$ cat config.mk
export PLATFORM = sky130hd
export DESIGN_NAME = cyc_stretch
export DESIGN_NICKNAME = d
export VERILOG_FILES = /design/src/rtl/cstr_pkg.sv /design/src/rtl/cstr_phase.sv /design/src/rtl/cstr_ctl.sv /design/src/rtl/cstr_out.sv /design/src/rtl/cyc_stretch.sv
export SDC_FILE = /design/constraint.sdc
export NUM_CORES = 1
export LEC_CHECK = 0
export BUFFER_PORTS_ARGS = -buffer_cell sky130_fd_sc_hd__buf_4
export CAP_MARGIN = 15
export CORE_AREA = 2 2 39 41
export DETAILED_ROUTE_END_ITERATION = 8
export DIE_AREA = 0 0 41 43
export GPL_TIMING_DRIVEN = 1
export PLACE_DENSITY = 0.5
export SLEW_MARGIN = 20
export SYNTH_ARGS = -nofsm -noshare
export SYNTH_HDL_FRONTEND = slang
export SYNTH_SLANG_ARGS = --single-unit
$ cat constraint.sdc
create_clock -name clk_i -period 2.28 [get_ports clk_i]
set_clock_uncertainty 0.2 [all_clocks]
set_input_delay 0.684 -clock clk_i [delete_from_list [all_inputs] [get_ports clk_i]]
set_output_delay 0.684 -clock clk_i [all_outputs]
set_load 0.03 [all_outputs]
$ cat src/rtl/cstr_pkg.sv
package cstr_pkg;
  // single-cycle strobes decoded from the phase count
  typedef struct packed {
    logic smp;  // last cycle of 2 MHz low phase: sample select
    logic arm;  // 1 MHz phase about to rise
    logic rel;  // all phases about to fall together
  } tick_t;
endpackage

$ cat src/rtl/cstr_phase.sv
module cstr_phase
  import cstr_pkg::*;
#(
  parameter int CNT_W = 4
) (
  input  logic             clk_i,
  input  logic             rst_ni,
  output logic [CNT_W-1:0] cnt_o,
  output logic [CNT_W-1:0] cnt_nxt_o,
  output tick_t            tick_o
);
  localparam int FB = CNT_W - 2;  // 2 MHz bit
  localparam int SB = CNT_W - 1;  // 1 MHz bit

  logic [CNT_W-1:0] cnt_q;

  assign cnt_nxt_o = cnt_q + 1'b1;
  assign cnt_o     = cnt_q;

  always_ff @(posedge clk_i or negedge rst_ni) begin
    if (!rst_ni) cnt_q <= '0;
    else         cnt_q <= cnt_nxt_o;
  end

  always_comb begin
    tick_o.smp = (cnt_q[FB:0] == {1'b0, {FB{1'b1}}});
    tick_o.arm = (cnt_q == {1'b0, {SB{1'b1}}});
    tick_o.rel = &cnt_q;
  end

  for (genvar i = 0; i < SB; i++) begin : g_align

    phase_align_chk: assert property (@(posedge clk_i) disable iff (!rst_ni)
      $fell(cnt_q[SB]) |-> $fell(cnt_q[i]));
  end
endmodule

$ cat src/rtl/cstr_ctl.sv
module cstr_ctl
  import cstr_pkg::*;
(
  input  logic  clk_i,
  input  logic  rst_ni,
  input  logic  sel_i,
  input  logic  slow_i,
  input  tick_t tick_i,
  output logic  hold_nxt_o,
  output logic  stretch_o,
  output logic  dbl_o
);
  logic mem_q, arm_q, dbl_q;
  logic mem_d, arm_d, dbl_d;
  logic start, clr;

  assign start = tick_i.smp & sel_i & ~mem_q;
  assign clr   = tick_i.rel & arm_q;

  always_comb begin
    mem_d = start | (mem_q & ~clr);
    arm_d = (arm_q & ~clr) | (tick_i.arm & mem_q);
    dbl_d = start ? slow_i : (dbl_q & ~clr);
  end

  always_ff @(posedge clk_i or negedge rst_ni) begin
    if (!rst_ni) begin
      mem_q <= 1'b0;
      arm_q <= 1'b0;
      dbl_q <= 1'b0;
    end else begin
      mem_q <= mem_d;
      arm_q <= arm_d;
      dbl_q <= dbl_d;
    end
  end

  assign hold_nxt_o = mem_d;
  assign stretch_o  = mem_q;
  assign dbl_o      = dbl_q;


  rel_by_arm_chk: assert property (@(posedge clk_i) disable iff (!rst_ni)
    $fell(mem_q) |-> $past(arm_q) && $past(slow_i));

  dbl_start_chk: assert property (@(posedge clk_i) disable iff (!rst_ni)
    $rose(dbl_q) |-> $rose(mem_q) && $past(slow_i));

  busy_ignore_chk: assert property (@(posedge clk_i) disable iff (!rst_ni)
    mem_q && tick_i.smp |=> mem_q && $stable(dbl_q));
endmodule

$ cat src/rtl/cstr_out.sv
module cstr_out #(
  parameter int HALF = 4
) (
  input  logic clk_i,
  input  logic rst_ni,
  input  logic fast_i,
  input  logic fast_nxt_i,
  input  logic hold_nxt_i,
  output logic cpu_clk_o
);
  localparam int MAXH = 5 * HALF;
  localparam int HW   = $clog2(MAXH + 2);

  logic cpu_q;
  logic [HW-1:0] hi_q;

  always_ff @(posedge clk_i or negedge rst_ni) begin
    if (!rst_ni) cpu_q <= 1'b0;
    else         cpu_q <= fast_nxt_i | hold_nxt_i;
  end

  assign cpu_clk_o = cpu_q;

  // high-time monitor for the checker
  always_ff @(posedge clk_i or negedge rst_ni) begin
    if (!rst_ni)    hi_q <= '0;
    else if (cpu_q) hi_q <= (hi_q == HW'(MAXH + 1)) ? hi_q : hi_q + 1'b1;
    else            hi_q <= '0;
  end


  cpu_fall_chk: assert property (@(posedge clk_i) disable iff (!rst_ni)
    $fell(cpu_q) |-> $fell(fast_i));

  cpu_len_chk: assert property (@(posedge clk_i) disable iff (!rst_ni)
    $fell(cpu_q) |-> (hi_q == HW'(HALF)) || (hi_q == HW'(3 * HALF)) || (hi_q == HW'(MAXH)));
endmodule

$ cat src/rtl/cyc_stretch.sv
module cyc_stretch
  import cstr_pkg::*;
#(
  parameter int CNT_W = 4
) (
  input  logic clk_i,
  input  logic rst_ni,
  input  logic slow_sel_i,
  output logic cpu_clk_o,
  output logic per_clk_o,
  output logic ph2_o,
  output logic ph4_o,
  output logic ph8_o,
  output logic stretch_o,
  output logic dbl_acc_o
);
  localparam int FB   = CNT_W - 2;
  localparam int SB   = CNT_W - 1;
  localparam int HALF = 2 ** FB;

  logic [CNT_W-1:0] cnt, cnt_nxt;
  tick_t            tick;
  logic             hold_nxt;

  cstr_phase #(.CNT_W(CNT_W)) u_phase (
    .clk_i    (clk_i),
    .rst_ni   (rst_ni),
    .cnt_o    (cnt),
    .cnt_nxt_o(cnt_nxt),
    .tick_o   (tick)
  );

  cstr_ctl u_ctl (
    .clk_i     (clk_i),
    .rst_ni    (rst_ni),
    .sel_i     (slow_sel_i),
    .slow_i    (cnt[SB]),
    .tick_i    (tick),
    .hold_nxt_o(hold_nxt),
    .stretch_o (stretch_o),
    .dbl_o     (dbl_acc_o)
  );

  cstr_out #(.HALF(HALF)) u_out (
    .clk_i     (clk_i),
    .rst_ni    (rst_ni),
    .fast_i    (cnt[FB]),
    .fast_nxt_i(cnt_nxt[FB]),
    .hold_nxt_i(hold_nxt),
    .cpu_clk_o (cpu_clk_o)
  );

  assign per_clk_o = cnt[SB];
  assign ph2_o     = cnt[FB];
  assign ph4_o     = cnt[FB-1];
  assign ph8_o     = cnt[FB-2];


  stretch_cpu_chk: assert property (@(posedge clk_i) disable iff (!rst_ni)
    $fell(stretch_o) |-> $fell(cpu_clk_o) && $fell(per_clk_o));
endmodule

==> flow_summary.yaml <==
synthesis:
  ys_seq_elements: 8
  dominantRegCellSynth: "dfrtp_1"
  synth_most_common_cell: "dfrtp_1"
  synth.area.top_cells: "dfrtp_1 63%, ha_1 7.8%, inv_1 4.7%"
  synth-async-reset-ratio: 1.000
  syn_inst: 25
  syn_area_um2: 320.3
  yosysTopAreaCell: "dfrtp_1"
  mappedNetlistNets: 30
  synthDominantCellAreaShare: 0.6250
  yosysSeqAreaShare: 0.6250
  yosys_warnings: 0
  yosys-top-cells-count: "8 x dfrtp_1, 4 x inv_1, 2 x a31oi_1, 2 x ha_1"
  synth_edf_count: 0
  avgSynthCellArea_um2: 12.81
  synth_cell_types: 13
worst_setup_path:
  start_kind: "flip-flop"
  crit_path_max_fanout: 6
  rr_startpoint: "u_phase.cnt_o[0]"
  critPathCaptureType: "primary output"
  critPathKind: "reg2out"
  reg2regPathDepth: 4
  crit_chain: "buf_4"
  crit_slowest_cell: "dfrtp_1"
  timing.rr.end: "u_ctl.dbl_o"
  worst-path-stages: 1
  crit_start: "u_phase.cnt_o[3]"
  critPathArrivalTime_ns: 0.88
  crit_family: "flip-flops"
  crit_required_ns: 1.40
  max_stage_delay_ns: 0.44
  crit_buf_inv: 1
  endpoint: "per_clk_o"
  r2r_slack_ns: 0.75
pwr:
  vdd.ir_drop.worst_mv: 0.2138
  leakagePower_nw: 0.2243
  power_density_nw_per_um2: 659.4
floorplanning:
  ios: 10
  core_um2: 1384
  die_area_um2: 1763
  fp-row-count: 14
  die_w_um: 41
  initial_core_util: 0.2315
  die_h_um: 43
route:
  wire_per_inst_um: 11.87
  drc: 0
  ant_nets: 0
  wl_um: 629
  vias: 237
  first_pass_iters: 4
  vias_per_cell: 4.472
  drt_iter0_markers: 4
run_status:
  status: "complete, no violations"
grt:
  grt_pass1_vias: 255
  grt_overflow: 0
  grt_max_degree: 9
  grt_use_total: 0.09026
  grt_pass1_wl_mm: 1.007
  antenna_found_initial: 0
finish:
  diodes: 0
  drive_gt1_frac: 0.3243
  area_growth_pct: 34.38
  nNetsFinal: 44
clocking:
  post-cts-setup-buffers: 0
  clock_latency_ns: 0.25
  cts_resized: 0
  numClockSinks: 8
  cts_tree: "yes"
  numCtsBuffers: 3
  h-tree-depth: 1
  cts.clk_slew.worst_paths_ns: 0.05
  cts-root-buf: "clkbuf_4"
  cts.path.max_buffers: 2
  hold_buffers: 0
sta:
  rsz0062_at_grt: "no"
  layout_min_cycle_time_ns: 1.763
  fmax_mhz: 567.3
  fin_crit_sh: 0.7731
  max_slew_margin: 0.8716
  setup_viol: 0
  report.final.slew_viol_count: 0
  finalHoldViolations: 0
  tightestPinTransition_ns: 0.1926
  finalWorstSetupSlack_ns: 0.5174
  tns_ns: 0
place:
  port_buffers: 9
  pre_cts_ws_ns: 0.7540
  gp_congestion: 0.6986
run:
  cap_violations: 0
worst_hold_path:
  hold_path_class: "in2async"
where the power goes:
| part | switching [mW] | internal [mW] |
|---|---|---|
| combinational | 0.0164 | 0.0113 |
| clock | 0.0458 | 0.0601 |
| sequential | 0.00341 | 0.147 |
| total | 0.0656 | 0.218 |
flip-flops by register name, summed over array words and instances, names as in the netlist:
| signal | cells |
|---|---|
| u_phase.cnt_o | 4 |
| u_ctl.dbl_o | 1 |
| u_out.cpu_clk_o | 1 |
| u_ctl.arm_q | 1 |
| u_ctl.stretch_o | 1 |
worst reg2reg max path, stage by stage, from the launching register on:
cell and delay (ns):
dfrtp_1 0.41, ha_1 0.25, ha_1 0.21, and4b_1 0.17, a31o_1 0.18
layout make-up:
class | instances | area (um2)
sequential | 8 | 200.2
clock buffer | 3 | 22.52
timing repair buffer | 9 | 67.56
tap | 16 | 20.02
inverter | 4 | 15.01
multi-input combinational | 13 | 105.1
fill | 138 | 953.4
through the flow:
stage | total power [mW] | std cells | instance area (um2) | hold WS, ns | utilization
final | 0.2838 | 53 | 430.4 | 0.03990 | 0.3110
after global routing | 0.3043 | 53 | 430.4 | 0.02471 | 0.3110
after CTS | 0.2926 | 53 | 430.4 | 0.02910 | 0.3110
after detailed placement | 0.1813 | 50 | 407.9 | 0.2741 | 0.2948
after global placement | 0.1803 | 50 | 407.9 | 0.2613 | 0.2948
after floorplan | 0.1663 | 25 | 320.3 | 0.1884 | -
logic make-up (layout without fill, tap and decap cells):
family | Yosys count | after routing | synth area share
fa+ha+maj | 2 | 2 | 0.07811
buf+inv | 4 | 16 | 0.04686
simple gates | 5 | 5 | 0.1172
compound gates | 5 | 5 | 0.1055
flops | 8 | 8 | 0.6250
xor+xnor | 1 | 1 | 0.02735
worst min path at each step:
stage                                start               end  depth (start not counted)
after floorplan                     rst_ni       u_ctl.arm_q                          0
after global placement    u_phase.cnt_o[0]  u_phase.cnt_o[0]                          1
after detailed placement  u_phase.cnt_o[0]  u_phase.cnt_o[0]                          1
after CTS                           rst_ni   u_ctl.stretch_o                          1
after global routing                rst_ni   u_ctl.stretch_o                          1
final                               rst_ni   u_ctl.stretch_o                          1
cell usage in the layout (no fill, tap or decap):
master	count
dfrtp_1	8
nand4_1	1
a31o_1	1
inv_1	4
buf_4	9
a31oi_1	2
and4b_1	1
and4_1	1
o211ai_1	1
ha_1	2
o21ai_0	1
xnor2_1	1
nand3b_1	1
nand3_1	1
clkbuf_4	3
layer usage:
layer	GRT usage	routed length (um)
met1	0.09635	272
met4	0.08000	0
met3	0.03665	69
met2	0.1281	287
met5	0	0
No activity file was read; power rests on OpenSTA's default activity.
